===== src/rtl/qdma_pkg.sv =====
package qdma_pkg;
  localparam logic [7:0]  OFF_CTRL  = 8'h00;
  localparam logic [7:0]  OFF_SRC   = 8'h10;
  localparam logic [7:0]  OFF_LEN   = 8'h20;
  localparam logic [31:0] CTRL_GO   = 32'h0000_0001;

  typedef enum logic [1:0] {
    ST_IDLE = 2'd0,
    ST_REQ  = 2'd1,
    ST_WAIT = 2'd2,
    ST_SEND = 2'd3
  } chan_state_e;
endpackage


===== src/rtl/qdma_regs.sv =====
module qdma_regs
  import qdma_pkg::*;
#(
  parameter int ADDR_W = 32,
  parameter int CNT_W  = 16,
  parameter int WD_W   = 32
) (
  input  logic              clk,
  input  logic              rst_n,
  input  logic              wr_en,
  input  logic [7:0]        wr_off,
  input  logic [WD_W-1:0]   wr_data,
  input  logic              busy,
  output logic [ADDR_W-1:0] src_addr,
  output logic [CNT_W-1:0]  qw_count,
  output logic              start_req
);
  logic wr_ok;
  assign wr_ok = wr_en && !busy;

  always_ff @(posedge clk) begin
    if (!rst_n) begin
      src_addr <= '0;
      qw_count <= '0;
    end else if (wr_ok) begin
      if (wr_off == OFF_SRC) src_addr <= wr_data[ADDR_W-1:0];
      if (wr_off == OFF_LEN) qw_count <= wr_data[CNT_W-1:0];
    end
  end

  assign start_req = wr_ok && (wr_off == OFF_CTRL) && (wr_data == WD_W'(CTRL_GO));
endmodule


===== src/rtl/qdma_seq.sv =====
module qdma_seq
  import qdma_pkg::*;
#(
  parameter int ADDR_W = 32,
  parameter int CNT_W  = 16,
  parameter int DATA_W = 128
) (
  input  logic              clk,
  input  logic              rst_n,
  input  logic              start_req,
  input  logic [ADDR_W-1:0] src_addr,
  input  logic [CNT_W-1:0]  qw_count,
  input  logic              mem_rvalid,
  input  logic              beat_taken,
  output logic              mem_req,
  output logic [ADDR_W-1:0] mem_addr,
  output logic              load_beat,
  output logic              load_last,
  output logic              busy,
  output logic              done_pulse
);
  localparam int BEAT_BYTES = DATA_W / 8;

  chan_state_e       state_q;
  logic [ADDR_W-1:0] addr_q;
  logic [CNT_W-1:0]  rem_q;
  logic              done_q;

  always_ff @(posedge clk) begin
    if (!rst_n) begin
      state_q <= ST_IDLE;
      addr_q  <= '0;
      rem_q   <= '0;
      done_q  <= 1'b0;
    end else begin
      done_q <= 1'b0;
      unique case (state_q)
        ST_IDLE: begin
          if (start_req) begin
            if (qw_count == '0) begin
              done_q <= 1'b1;
            end else begin
              state_q <= ST_REQ;
              addr_q  <= src_addr;
              rem_q   <= qw_count;
            end
          end
        end
        ST_REQ:  state_q <= ST_WAIT;
        ST_WAIT: if (mem_rvalid) state_q <= ST_SEND;
        ST_SEND: begin
          if (beat_taken) begin
            if (rem_q == CNT_W'(1)) begin
              state_q <= ST_IDLE;
              done_q  <= 1'b1;
            end else begin
              state_q <= ST_REQ;
              rem_q   <= rem_q - CNT_W'(1);
              addr_q  <= addr_q + ADDR_W'(BEAT_BYTES);
            end
          end
        end
        default: state_q <= ST_IDLE;
      endcase
    end
  end

  assign mem_req    = (state_q == ST_REQ);
  assign mem_addr   = addr_q;
  assign load_beat  = (state_q == ST_WAIT) && mem_rvalid;
  assign load_last  = (rem_q == CNT_W'(1));
  assign busy       = (state_q != ST_IDLE);
  assign done_pulse = done_q;
endmodule


===== src/rtl/qdma_out_stage.sv =====
module qdma_out_stage #(
  parameter int DATA_W = 128
) (
  input  logic              clk,
  input  logic              rst_n,
  input  logic              load,
  input  logic [DATA_W-1:0] load_data,
  input  logic              load_last,
  input  logic              out_ready,
  output logic              out_valid,
  output logic [DATA_W-1:0] out_data,
  output logic              out_last,
  output logic              taken
);
  logic              vld_q;
  logic              lst_q;
  logic [DATA_W-1:0] dat_q;

  always_ff @(posedge clk) begin
    if (!rst_n) begin
      vld_q <= 1'b0;
      lst_q <= 1'b0;
      dat_q <= '0;
    end else if (load) begin
      vld_q <= 1'b1;
      lst_q <= load_last;
      dat_q <= load_data;
    end else if (taken) begin
      vld_q <= 1'b0;
    end
  end

  assign taken     = vld_q && out_ready;
  assign out_valid = vld_q;
  assign out_data  = dat_q;
  assign out_last  = vld_q && lst_q;
endmodule


===== src/rtl/qdma_channel.sv =====
module qdma_channel #(
  parameter int ADDR_W = 32,
  parameter int CNT_W  = 16,
  parameter int DATA_W = 128
) (
  input  logic              clk,
  input  logic              rst_n,
  input  logic              cfg_wr_en,
  input  logic [7:0]        cfg_off,
  input  logic [31:0]       cfg_wdata,
  output logic              mem_req,
  output logic [ADDR_W-1:0] mem_addr,
  input  logic              mem_rvalid,
  input  logic [DATA_W-1:0] mem_rdata,
  output logic              out_valid,
  output logic [DATA_W-1:0] out_data,
  output logic              out_last,
  input  logic              out_ready,
  output logic              chan_busy,
  output logic              done_pulse
);
  logic [ADDR_W-1:0] src_addr;
  logic [CNT_W-1:0]  qw_count;
  logic              start_req;
  logic              load_beat;
  logic              load_last;
  logic              beat_taken;

  qdma_regs #(.ADDR_W(ADDR_W), .CNT_W(CNT_W), .WD_W(32)) u_regs (
    .clk       (clk),
    .rst_n     (rst_n),
    .wr_en     (cfg_wr_en),
    .wr_off    (cfg_off),
    .wr_data   (cfg_wdata),
    .busy      (chan_busy),
    .src_addr  (src_addr),
    .qw_count  (qw_count),
    .start_req (start_req)
  );

  qdma_seq #(.ADDR_W(ADDR_W), .CNT_W(CNT_W), .DATA_W(DATA_W)) u_seq (
    .clk        (clk),
    .rst_n      (rst_n),
    .start_req  (start_req),
    .src_addr   (src_addr),
    .qw_count   (qw_count),
    .mem_rvalid (mem_rvalid),
    .beat_taken (beat_taken),
    .mem_req    (mem_req),
    .mem_addr   (mem_addr),
    .load_beat  (load_beat),
    .load_last  (load_last),
    .busy       (chan_busy),
    .done_pulse (done_pulse)
  );

  qdma_out_stage #(.DATA_W(DATA_W)) u_out (
    .clk       (clk),
    .rst_n     (rst_n),
    .load      (load_beat),
    .load_data (mem_rdata),
    .load_last (load_last),
    .out_ready (out_ready),
    .out_valid (out_valid),
    .out_data  (out_data),
    .out_last  (out_last),
    .taken     (beat_taken)
  );
endmodule


===== config.mk =====
export PLATFORM = sky130hd
export DESIGN_NAME = qdma_channel
export DESIGN_NICKNAME = d
export VERILOG_FILES = /design/src/rtl/qdma_pkg.sv /design/src/rtl/qdma_regs.sv /design/src/rtl/qdma_seq.sv /design/src/rtl/qdma_out_stage.sv /design/src/rtl/qdma_channel.sv
export SDC_FILE = /design/constraint.sdc
export NUM_CORES = 1
export LEC_CHECK = 0
export BUFFER_PORTS_ARGS = -buffer_cell sky130_fd_sc_hd__buf_2
export CAP_MARGIN = 20
export CORE_MARGIN = 2
export CORE_UTILIZATION = 45
export CTS_CLUSTER_SIZE = 30
export DETAILED_ROUTE_END_ITERATION = 12
export GPL_ROUTABILITY_DRIVEN = 0
export MAX_ROUTING_LAYER = met4
export PLACE_DENSITY = 0.76
export SLEW_MARGIN = 10
export SYNTH_ARGS = -nofsm -noshare
export SYNTH_HDL_FRONTEND = slang
export SYNTH_SLANG_ARGS = --single-unit

===== constraint.sdc =====
create_clock -name clk -period 2.6 [get_ports clk]
set_input_delay 0.26 -clock clk [delete_from_list [all_inputs] [get_ports clk]]
set_output_delay 0.26 -clock clk [all_outputs]
set_load 0.1 [all_outputs]

==> metrics.txt <==
WL final 36230 um; Initial Util 0.4621; # rows 52; antenna violations before repair 11; I/O Buffers 337; clock skew 0.006755 ns; startpoint types flip-flop; Final Max Tran Viols 0; clock transition at the registers of the reported paths 0.06 ns; # clock sinks 229; crit end category flip-flop; CP startpoint u_seq.rem_q[0]$_SDFFE_PN0P_; Data required, critical path 3.02 ns; DRT Pass-1 Iters 7; hold_sp mem_rdata[29]; # setup viols final 16; share of synthesized area occupied by flip-flops and latches 0.4872; Post-DP HPWL 21390 um; Crit path max-delay family simple AND/OR/NAND/NOR gates; outcome complete, but fails checks; P&R area growth vs syn 49.21%; TritonCTS buffer count 25; core region area 0.02036 mm^2; Power Density 539.8 mW/mm^2; RSZ-0062 raised after global routing true; syn_nets 1339; CP Max Fanout 2; max-cap violations 0; post-synthesis cell count 1158; Final Hold Violating Endpoints 0; R2R Path Start u_seq.rem_q[0]$_SDFFE_PN0P_; Overflow after GRT 0; WS Path Type reg2reg; worst slew pin tran 0.6026 ns; vias in the first global route 10441; number of I/O pins 338; number of DRC markers in iteration 0 953; share of cells above drive strength 1 0.3019; drt via density 5.596; Async S/R FF share, synth 0; final routed DRC violation total 0; post-route setup slack -0.05628 ns; Die Height 148.6 um; commonest cells after routing, fill and taps aside buf_2, nand2_1, dfxtp_1; crit-path cells inv_2 > ha_2 > or3b_4 > or4_4 > or3b_4 > or3_4 > o22a_1 > o221a_2; syn avg cell area 8.126 um^2; H-tree Lvls 1; Leakage 6.205 nW; first-pass GRT wire length 55970 um; FF+latch count, synth 229; ANT nets after route 0; placed insts 1734; critical path data arrival time 3.07 ns; DIE WIDTH 148.6 um; Highest Clock Rate 0.3765 GHz; CP max-delay cell or4_4; VDD IR-drop max 0.0005290 V; failing checks negative setup slack; clock root buffer clkbuf_16; DR WL/cell 18.78 um; slowest stage delay, CP 0.43 ns; CTS tree built; Vias 10794; clk buf depth 3; synth warn 0; pre-CTS setup slack -0.2769 ns; area of the mapped netlist 0.009410 mm^2; setup_tns -0.4167 ns; EDFF count, synth 0; Critical path buffers and inverters 1; Min-Delay Path Class in2reg; crit-path most repeated cell or3b_4; largest net degree at the start of global routing 88; Tot GR Track Use 0.3267; DIE AREA 0.02208 mm^2; post-route insts no fill 1929; Synth cell types 55; Top FF cell, synth dfxtp_1; worst skew pair latency 0.53 ns; most common cell after layout, fill and taps aside buf_2; min cycle time layout 2.656 ns; Final Net Count 1811; fin crit share 1.022; Slew HR 0.5983
==> cells in the mapped netlist (2+ instances only) <==
cell | instances | share of area
clkbuf_1 | 67 | 0.027
nand4_1 | 6 | 0.0040
buf_6 | 2 | 0.0024
buf_2 | 4 | 0.0021
and2_1 | 5 | 0.0033
o32ai_1 | 5 | 0.0047
o21ai_0 | 35 | 0.019
nor3_1 | 14 | 0.0074
nor2b_1 | 11 | 0.0073
o22ai_1 | 11 | 0.0073
buf_1 | 8 | 0.0032
nand3_1 | 17 | 0.0090
o22a_1 | 4 | 0.0037
o31ai_1 | 2 | 0.0016
nor2_1 | 65 | 0.026
o2bb2ai_1 | 6 | 0.0056
nor4b_1 | 4 | 0.0037
nand2_1 | 319 | 0.13
or3_1 | 7 | 0.0047
a41oi_1 | 3 | 0.0028
a211oi_1 | 13 | 0.010
or4_1 | 4 | 0.0032
o221a_2 | 9 | 0.011
nor4_1 | 18 | 0.012
dfxtp_1 | 229 | 0.49
and3_1 | 4 | 0.0027
a21oi_1 | 166 | 0.088
nand3b_1 | 3 | 0.0024
nand2b_1 | 2 | 0.0013
mux2i_1 | 50 | 0.053
a31oi_1 | 3 | 0.0020
ha_1 | 8 | 0.011
o211a_1 | 3 | 0.0032
buf_4 | 2 | 0.0016
and4_1 | 3 | 0.0028
a21boi_0 | 11 | 0.0088
inv_1 | 12 | 0.0048
or3b_2 | 6 | 0.0056
==> logic make-up after synthesis <==
family / after synthesis / share of synthesized area
compound gates: 281 / 0.1787
mux: 51 / 0.05438
buf+inv: 96 / 0.04122
flops: 229 / 0.4872
simple gates: 493 / 0.2279
fa+ha+maj: 8 / 0.01064
==> layer usage <==
| metal | share of wire | GRT usage | routed length (um) |
|---|---|---|---|
| met1 | 0.38 | 0.3699 | 13670 |
| met2 | 0.48 | 0.5125 | 17540 |
| met3 | 0.085 | 0.1061 | 3075 |
| met4 | 0.053 | 0.1800 | 1937 |
| met5 | 0 | - | 0 |
==> worst paths after layout <==
kind                                      to  slack [ns]  cells after the start
min          u_out.out_data[29]$_SDFFE_PN0P_        0.02                      3
max             u_seq.rem_q[14]$_SDFFE_PN0P_       -0.06                      8
max reg2reg     u_seq.rem_q[14]$_SDFFE_PN0P_       -0.06                      8
min reg2reg  u_out.out_data[43]$_SDFFE_PN0P_        0.45                      2
==> worst min-delay path, delay by kind of cell <==
family	cells	cell delay (ns)
compound gates	1	0.06
buf+inv	1	0.10
simple gates	1	0.07
==> where the power goes <==
part | internal [mW] | total [mW] | leakage [nW] | switching (mW)
sequential | 3.51 | 3.51 | 1.85 | 0.000783
clock | 2.18 | 3.64 | 0.412 | 1.46
combinational | 0.245 | 0.430 | 3.94 | 0.185
==> timing repair <==
| action | 4_1_cts | 5_1_grt |
|---|---|---|
| endpoints found under the hold margin | 132 | 0 |
| hold buffers | 132 | 0 |
| pin swaps | 4 | 4 |
| endpoints found under the setup margin | 34 | 50 |
| cloned | 3 | 0 |
| setup buffers | 2 | 3 |
| resized for setup | 17 | 24 |
==> layout make-up <==
cell class,instances,area (um^2)
antenna,13,32.53
sequential,229,4597
timing repair buffer,528,3595
tap,270,337.8
multi-input combinational,833,4583
inverter,13,53.80
clock buffer,32,691.9
fill,1451,6324
clock inverter,11,150.1
==> state kept, by name, indices dropped and copies added (netlist names), 2 cells and up <==
signal	cells
u_regs.src_addr	32
u_regs.qw_count	16
u_seq.rem_q	16
u_out.out_data	128
u_seq.mem_addr	32
u_seq.state_q	2
==> per-stage QoR <==
step	cell area [um^2]	power (mW)	hold WS [ns]	utilization
2_1_floorplan	9463	3.655	0.3960	-
3_3_place_gp	11630	3.833	0.4382	0.5713
3_5_place_dp	11630	3.833	0.4431	0.5713
4_1_cts	13930	7.602	0.004122	0.6841
5_1_grt	14040	7.799	0.03441	0.6892
6_report	14040	7.579	0.01860	0.6895
(Power assumes the default switching activity.)
